`src/rtl/can_tx_sched_pkg.sv`:
```
package can_tx_sched_pkg;
    typedef enum logic {
        ST_IDLE   = 1'b0,
        ST_ACTIVE = 1'b1
    } ctrl_state_e;
endpackage

```
`src/rtl/can_tx_prio_sel.sv`:
```
module can_tx_prio_sel #(
    parameter int NUM_BUF = 3,
    parameter int IDX_W   = (NUM_BUF > 1) ? $clog2(NUM_BUF) : 1
) (
    input  logic [NUM_BUF-1:0] ready_i,
    input  logic               early_tx_i,
    input  logic               sticky_v_i,
    input  logic [IDX_W-1:0]   sticky_idx_i,
    output logic               valid_o,
    output logic [IDX_W-1:0]   idx_o
);
    logic             found;
    logic [IDX_W-1:0] best;

    // Ascending scan: the last ready buffer seen is the highest-ranked one.
    always_comb begin
        found = 1'b0;
        best  = '0;
        for (int i = 0; i < NUM_BUF; i++) begin
            if (ready_i[i]) begin
                found = 1'b1;
                best  = IDX_W'(i);
            end
        end
        if (early_tx_i && sticky_v_i && ready_i[sticky_idx_i]) begin
            best = sticky_idx_i;
        end
    end

    assign valid_o = found;
    assign idx_o   = best;
endmodule

```
`src/rtl/can_tx_buf.sv`:
```
module can_tx_buf (
    input  logic clk,
    input  logic rst_n,
    input  logic lock_set_i,
    input  logic unlock_i,
    input  logic submit_i,
    input  logic job_clr_i,
    input  logic auto_unlock_i,
    input  logic bus_off_i,
    output logic lock_o,
    output logic ready_o
);
    typedef struct packed {
        logic lock;
        logic ready;
    } buf_reg_t;

    buf_reg_t buf_d, buf_q;

    always_comb begin
        buf_d = buf_q;
        if (job_clr_i) begin
            buf_d.ready = 1'b0;
        end
        if (submit_i && buf_q.lock) begin
            buf_d.ready = 1'b1;
        end
        if (lock_set_i) begin
            buf_d.lock = 1'b1;
        end
        if (unlock_i || auto_unlock_i) begin
            buf_d.lock  = 1'b0;
            buf_d.ready = 1'b0;
        end
        if (bus_off_i) begin
            buf_d.ready = 1'b0;
        end
    end

    always_ff @(posedge clk or negedge rst_n) begin
        if (!rst_n) begin
            buf_q <= '0;
        end else begin
            buf_q <= buf_d;
        end
    end

    assign lock_o  = buf_q.lock;
    assign ready_o = buf_q.ready;

    p_submit_unlocked_r1: assert property (@(posedge clk) disable iff (!rst_n)
        (submit_i && !lock_o && !ready_o) |=> !ready_o);

    p_unlock_clears_r6: assert property (@(posedge clk) disable iff (!rst_n)
        unlock_i |=> (!lock_o && !ready_o));
endmodule

```
`src/rtl/can_tx_ctrl.sv`:
```
module can_tx_ctrl
    import can_tx_sched_pkg::*;
#(
    parameter int NUM_BUF = 3,
    parameter int IDX_W   = (NUM_BUF > 1) ? $clog2(NUM_BUF) : 1
) (
    input  logic               clk,
    input  logic               rst_n,
    input  logic [NUM_BUF-1:0] ready_i,
    input  logic               sel_valid_i,
    input  logic [IDX_W-1:0]   sel_idx_i,
    input  logic               bus_idle_i,
    input  logic               bus_off_i,
    input  logic               arb_lost_i,
    input  logic               tx_err_i,
    input  logic               tx_ok_i,
    input  logic               no_retx_i,
    input  logic               early_tx_i,
    input  logic               done_ie_i,
    input  logic               err_ie_i,
    output logic               start_o,
    output logic [NUM_BUF-1:0] busy_o,
    output logic [IDX_W-1:0]   cur_idx_o,
    output logic [NUM_BUF-1:0] job_clr_o,
    output logic [NUM_BUF-1:0] auto_unlock_o,
    output logic               sticky_v_o,
    output logic [IDX_W-1:0]   sticky_idx_o,
    output logic               done_irq_o,
    output logic               err_irq_o
);
    typedef struct packed {
        ctrl_state_e      state;
        logic [IDX_W-1:0] cur;
        logic             sticky_v;
        logic [IDX_W-1:0] sticky_idx;
        logic             done_irq;
        logic             err_irq;
    } ctrl_reg_t;

    ctrl_reg_t ctl_d, ctl_q;
    logic      start_d;
    logic [NUM_BUF-1:0] clr_d, unl_d;

    always_comb begin
        ctl_d          = ctl_q;
        ctl_d.done_irq = 1'b0;
        ctl_d.err_irq  = 1'b0;
        start_d        = 1'b0;
        clr_d          = '0;
        unl_d          = '0;
        // A cancelled sticky job loses its claim on the selector.
        if (ctl_q.sticky_v && !ready_i[ctl_q.sticky_idx]) begin
            ctl_d.sticky_v = 1'b0;
        end
        case (ctl_q.state)
            ST_IDLE: begin
                if (sel_valid_i && bus_idle_i && !bus_off_i) begin
                    start_d     = 1'b1;
                    ctl_d.state = ST_ACTIVE;
                    ctl_d.cur   = sel_idx_i;
                    if (early_tx_i) begin
                        ctl_d.sticky_v   = 1'b1;
                        ctl_d.sticky_idx = sel_idx_i;
                    end
                end
            end
            ST_ACTIVE: begin
                if (tx_ok_i) begin
                    clr_d[ctl_q.cur] = 1'b1;
                    if (early_tx_i) begin
                        unl_d[ctl_q.cur] = 1'b1;
                    end
                    ctl_d.done_irq = done_ie_i;
                    ctl_d.sticky_v = 1'b0;
                    ctl_d.state    = ST_IDLE;
                end else if (arb_lost_i || tx_err_i) begin
                    ctl_d.err_irq = err_ie_i;
                    if (no_retx_i) begin
                        clr_d[ctl_q.cur] = 1'b1;
                        ctl_d.sticky_v   = 1'b0;
                    end
                    ctl_d.state = ST_IDLE;
                end
            end
            default: ctl_d.state = ST_IDLE;
        endcase
        if (!early_tx_i) begin
            ctl_d.sticky_v = 1'b0;
        end
        if (bus_off_i) begin
            ctl_d.state    = ST_IDLE;
            ctl_d.sticky_v = 1'b0;
        end
    end

    always_ff @(posedge clk or negedge rst_n) begin
        if (!rst_n) begin
            ctl_q <= '{state: ST_IDLE, cur: '0, sticky_v: 1'b0,
                       sticky_idx: '0, done_irq: 1'b0, err_irq: 1'b0};
        end else begin
            ctl_q <= ctl_d;
        end
    end

    for (genvar g = 0; g < NUM_BUF; g++) begin : g_busy
        assign busy_o[g] = (ctl_q.state == ST_ACTIVE) && (ctl_q.cur == IDX_W'(g));
    end

    assign start_o       = start_d;
    assign cur_idx_o     = ctl_q.cur;
    assign job_clr_o     = clr_d;
    assign auto_unlock_o = unl_d;
    assign sticky_v_o    = ctl_q.sticky_v;
    assign sticky_idx_o  = ctl_q.sticky_idx;
    assign done_irq_o    = ctl_q.done_irq;
    assign err_irq_o     = ctl_q.err_irq;

    p_busy_onehot_r3: assert property (@(posedge clk) disable iff (!rst_n)
        $onehot0(busy_o));

    p_start_busy_r3: assert property (@(posedge clk) disable iff (!rst_n)
        start_o |=> (busy_o != '0));

    p_bus_off_idle_r7: assert property (@(posedge clk) disable iff (!rst_n)
        bus_off_i |=> (busy_o == '0));

    p_done_pulse_r8: assert property (@(posedge clk) disable iff (!rst_n)
        done_irq_o |=> !done_irq_o);

    p_err_pulse_r9: assert property (@(posedge clk) disable iff (!rst_n)
        err_irq_o |=> !err_irq_o);
endmodule

```
`src/rtl/can_tx_sched.sv`:
```
module can_tx_sched #(
    parameter int NUM_BUF = 3,
    parameter int IDX_W   = (NUM_BUF > 1) ? $clog2(NUM_BUF) : 1
) (
    input  logic               clk,
    input  logic               rst_n,
    input  logic [NUM_BUF-1:0] lock_set_i,
    input  logic [NUM_BUF-1:0] unlock_i,
    input  logic [NUM_BUF-1:0] submit_i,
    input  logic               bus_idle_i,
    input  logic               arb_lost_i,
    input  logic               tx_err_i,
    input  logic               tx_ok_i,
    input  logic               bus_off_i,
    input  logic               no_retx_i,
    input  logic               early_tx_i,
    input  logic               done_ie_i,
    input  logic               err_ie_i,
    output logic               start_o,
    output logic               sel_valid_o,
    output logic [IDX_W-1:0]   sel_idx_o,
    output logic [NUM_BUF-1:0] locked_o,
    output logic [NUM_BUF-1:0] ready_o,
    output logic [NUM_BUF-1:0] busy_o,
    output logic               done_irq_o,
    output logic               err_irq_o
);
    logic [NUM_BUF-1:0] job_clr, auto_unlock;
    logic               sticky_v;
    logic [IDX_W-1:0]   sticky_idx, cur_idx;

    for (genvar g = 0; g < NUM_BUF; g++) begin : g_buf
        can_tx_buf u_buf (
            .clk          (clk),
            .rst_n        (rst_n),
            .lock_set_i   (lock_set_i[g]),
            .unlock_i     (unlock_i[g]),
            .submit_i     (submit_i[g]),
            .job_clr_i    (job_clr[g]),
            .auto_unlock_i(auto_unlock[g]),
            .bus_off_i    (bus_off_i),
            .lock_o       (locked_o[g]),
            .ready_o      (ready_o[g])
        );
    end

    can_tx_prio_sel #(.NUM_BUF(NUM_BUF), .IDX_W(IDX_W)) u_sel (
        .ready_i     (ready_o),
        .early_tx_i  (early_tx_i),
        .sticky_v_i  (sticky_v),
        .sticky_idx_i(sticky_idx),
        .valid_o     (sel_valid_o),
        .idx_o       (sel_idx_o)
    );

    can_tx_ctrl #(.NUM_BUF(NUM_BUF), .IDX_W(IDX_W)) u_ctrl (
        .clk          (clk),
        .rst_n        (rst_n),
        .ready_i      (ready_o),
        .sel_valid_i  (sel_valid_o),
        .sel_idx_i    (sel_idx_o),
        .bus_idle_i   (bus_idle_i),
        .bus_off_i    (bus_off_i),
        .arb_lost_i   (arb_lost_i),
        .tx_err_i     (tx_err_i),
        .tx_ok_i      (tx_ok_i),
        .no_retx_i    (no_retx_i),
        .early_tx_i   (early_tx_i),
        .done_ie_i    (done_ie_i),
        .err_ie_i     (err_ie_i),
        .start_o      (start_o),
        .busy_o       (busy_o),
        .cur_idx_o    (cur_idx),
        .job_clr_o    (job_clr),
        .auto_unlock_o(auto_unlock),
        .sticky_v_o   (sticky_v),
        .sticky_idx_o (sticky_idx),
        .done_irq_o   (done_irq_o),
        .err_irq_o    (err_irq_o)
    );

    p_top_rank_r2: assert property (@(posedge clk) disable iff (!rst_n)
        (!early_tx_i && ready_o[NUM_BUF-1]) |-> (sel_idx_o == IDX_W'(NUM_BUF-1)));

    p_retry_keep_r4: assert property (@(posedge clk) disable iff (!rst_n)
        ((busy_o != '0) && (arb_lost_i || tx_err_i) && !tx_ok_i && !no_retx_i &&
         !bus_off_i && !unlock_i[cur_idx] && ready_o[cur_idx])
        |=> ready_o[$past(cur_idx)]);

    p_noretx_drop_r5: assert property (@(posedge clk) disable iff (!rst_n)
        ((busy_o != '0) && (arb_lost_i || tx_err_i) && !tx_ok_i && no_retx_i &&
         !submit_i[cur_idx])
        |=> !ready_o[$past(cur_idx)]);
endmodule

```
`config.mk`:
```
export PLATFORM = sky130hd
export DESIGN_NAME = can_tx_sched
export DESIGN_NICKNAME = d
export VERILOG_FILES = /design/src/rtl/can_tx_sched_pkg.sv /design/src/rtl/can_tx_prio_sel.sv /design/src/rtl/can_tx_buf.sv /design/src/rtl/can_tx_ctrl.sv /design/src/rtl/can_tx_sched.sv
export SDC_FILE = /design/constraint.sdc
export NUM_CORES = 1
export LEC_CHECK = 0
export ABC_AREA = 0
export BUFFER_PORTS_ARGS = -buffer_cell sky130_fd_sc_hd__buf_2
export CORE_UTILIZATION = 40
export DETAILED_ROUTE_END_ITERATION = 10
export HOLD_SLACK_MARGIN = 0.06
export PLACE_DENSITY = 0.7
export SLEW_MARGIN = 20
export SYNTH_ARGS = -nofsm -noshare
export SYNTH_HDL_FRONTEND = slang
export SYNTH_HIERARCHICAL = 1
export SYNTH_SLANG_ARGS = --single-unit
export TNS_END_PERCENT = 1
```
`constraint.sdc`:
```
create_clock -name clk -period 4.45 [get_ports clk]
set_input_delay 0.445 -clock clk [delete_from_list [all_inputs] [get_ports clk]]
set_output_delay 0.445 -clock clk [all_outputs]
set_load 0.01 [all_outputs]
```
==> impl_results.md <==
* Maximum vdd drop at 0.0001701 V
* Root buffer cell: clkbuf_4
* Yosys warns at 6
* Clock network power share at 0.346
* 1st-pass router iterations at 4
* Final setup violation count at 0
* Iteration-0 DRC count of the detailed router at 12
* Post-Route Setup TNS at 0 ns
* Detailed Route WL at 1833 um
* Vias/cell at 5.119
* Tcrit/Tclk final at 0.4631
* Clk sink count at 14
* Endpoints failing hold at 0
* Flop pwr share at 0.515
* CP Data Required Time at 4.01 ns
* Sw Pwr at 67.90 uW
* Num CTS Buffers at 3
* Diodes inserted at 0
* Vias in the first global route at 652
* Tot Pwr at 268.8 uW
* WP data arrival at 1.62 ns
* Max-cap violations at 0
* Initial Utilization at 0.4383
* Syn Inst Count at 73
* Area Growth Syn to Fin at 30.10%
* First-pass GRT wire length at 2856 um
* Setup Skew at 0.003431 ns
* Fin crit period at 2.061 ns
* Most common cell after layout, fill and taps aside: buf_2
* Lkg Pwr at 0.0005427 uW
* Initial antenna violation count at 0
* Largest net degree at the start of global routing at 15
* Core Footprint at 1764 um2
* Switching part of the total power at 0.2526
* Mapped Area at 773.2 um2
* Combinational share of power at 0.140
* RSZ-0062 raised after global routing: no
* Overall routing resource usage at 0.1936
* Final Core Density at 0.5702
* Total grt overflow at 0
* Power Internal at 200.9 uW
* Critical path class: reg2out
* Antenna Violating Nets Remaining at 0
* Ports at 35
* Post-DR wirelength/cell at 13.58 um
* Dpl hpwl at 1446 um
* Worst setup SP type: register
* Fmax achieved at 485.2 MHz
* Crit-path cells: or3_1 -> nor4bb_1 -> buf_4 -> buf_2
* Status: finished clean
* Share of post-route cells with drive strength above 1 at 0.4636
* Worst setup EP type: output pin
* Slew margin rel. at 0.7698
* # rows at 15
* Fill cells at 173
* CTS tree: built
* Least-Margin Pin Slew at 0.3430 ns
* PortBufs at 34
* Power Density at 267.2 nW/um2
* Slew Viols, Final at 0
* Crit-path max cell delay at 0.45 ns
* Die X at 45.97 um
* Bufs on Longest Clock Path at 2
* Via count at 691
* Slowest cell on the critical path: dfrtp_1
* Commonest cells after routing, fill and taps aside: 34 x buf_2, 14 x dfrtp_1, 9 x nor2_1
* H-Tree Depth at 1
* Worst-path clk slew at 0.09 ns
* Syn Area/Cell at 10.59 um2
* Final #Nets at 131
* Hold slack at 0.3299 ns
* Clk Latency, worst-skew pair at 0.28 ns
* Die ar. at 2113 um2
* Drt drc at 0
* Synth Net Count at 93
* Die height at 45.97 um
* Worst Hold Class: in2reg
* Max FO, Critical Path at 7
* Final GP Congestion at 0.7826
==> worst max-delay path: cells and delay by family (launching register included) <==
family / cells / cell delay (ns)
buffers and inverters: 2 / 0.31
AND/OR/NAND/NOR: 2 / 0.57
flip-flops: 1 / 0.45
==> worst paths after layout <==
path	from	endpoint	slack, ns	cells past startpoint
max	g_buf[1].u_buf/ready_o	start_o	2.39	4
min	unlock_i[1]	g_buf[1].u_buf/ready_o	0.33	2
max reg2reg	g_buf[1].u_buf/ready_o	u_ctrl/sticky_v_o	2.71	5
min reg2reg	g_buf[1].u_buf/lock_o	g_buf[1].u_buf/ready_o	0.57	2
max in group asynchronous	rst_n	u_ctrl/sticky_idx_o[1]	3.62	2
min in group asynchronous	rst_n	g_buf[2].u_buf/ready_o	0.59	2
==> what timing repair did <==
| item | 4_1_cts | 5_1_grt |
|---|---|---|
| gates resized for setup | 0 | 0 |
| hold endpoints to repair | 14 | 0 |
| hold buffers | 1 | 0 |
| buffers inserted | 0 | 0 |
==> per-stage QoR <==
stage / cells / area, um2 / setup WS [ns]
after floorplan: 73 / 773.2 / 2.762
after global placement: 130 / 959.7 / 2.663
after detailed placement: 130 / 959.7 / 2.621
after CTS: 135 / 1006 / 2.381
after global routing: 135 / 1006 / 2.335
final: 135 / 1006 / 2.389
==> area by class of cell <==
type / instances / area, um2 / share of cell area
multi-input combinational: 51 / 381.6 / 0.3794
sequential: 14 / 350.3 / 0.3483
timing repair buffer: 36 / 187.7 / 0.1866
clock buffer: 4 / 36.28 / 0.03607
tap: 25 / 31.28 / 0.03109
inverter: 5 / 18.77 / 0.01866
==> power by group through the flow <==
stage / Clock, uW / Combinational (uW) / Sequential, uW
detailed placement: 0 / 37.5 / 141
global placement: 0 / 36.1 / 140
global route: 102 / 41.6 / 139
CTS: 98.7 / 38.1 / 138
finish: 92.9 / 37.6 / 138
floorplan: 0 / 16.8 / 141
==> flip-flops by register name (all words and copies together) (netlist names) <==
register / count
g_buf.u_buf/lock_o: 3
g_buf.u_buf/ready_o: 3
u_ctrl/cur_idx_o: 2
u_ctrl/sticky_idx_o: 2
u_ctrl/ctl_q: 1
u_ctrl/done_irq_o: 1
u_ctrl/err_irq_o: 1
u_ctrl/sticky_v_o: 1
==> layer usage <==
layer	part of all wire	wire length, um	global-route usage	vias to the layer above
met1	0.42	764	0.2260	334
li1	-	-	-	331
met2	0.52	956	0.3211	20
met5	0	0	0	-
met4	0.020	36	0.1294	0
met3	0.041	75	0.03175	6
Note: power is estimated with default switching activity, not from simulation.
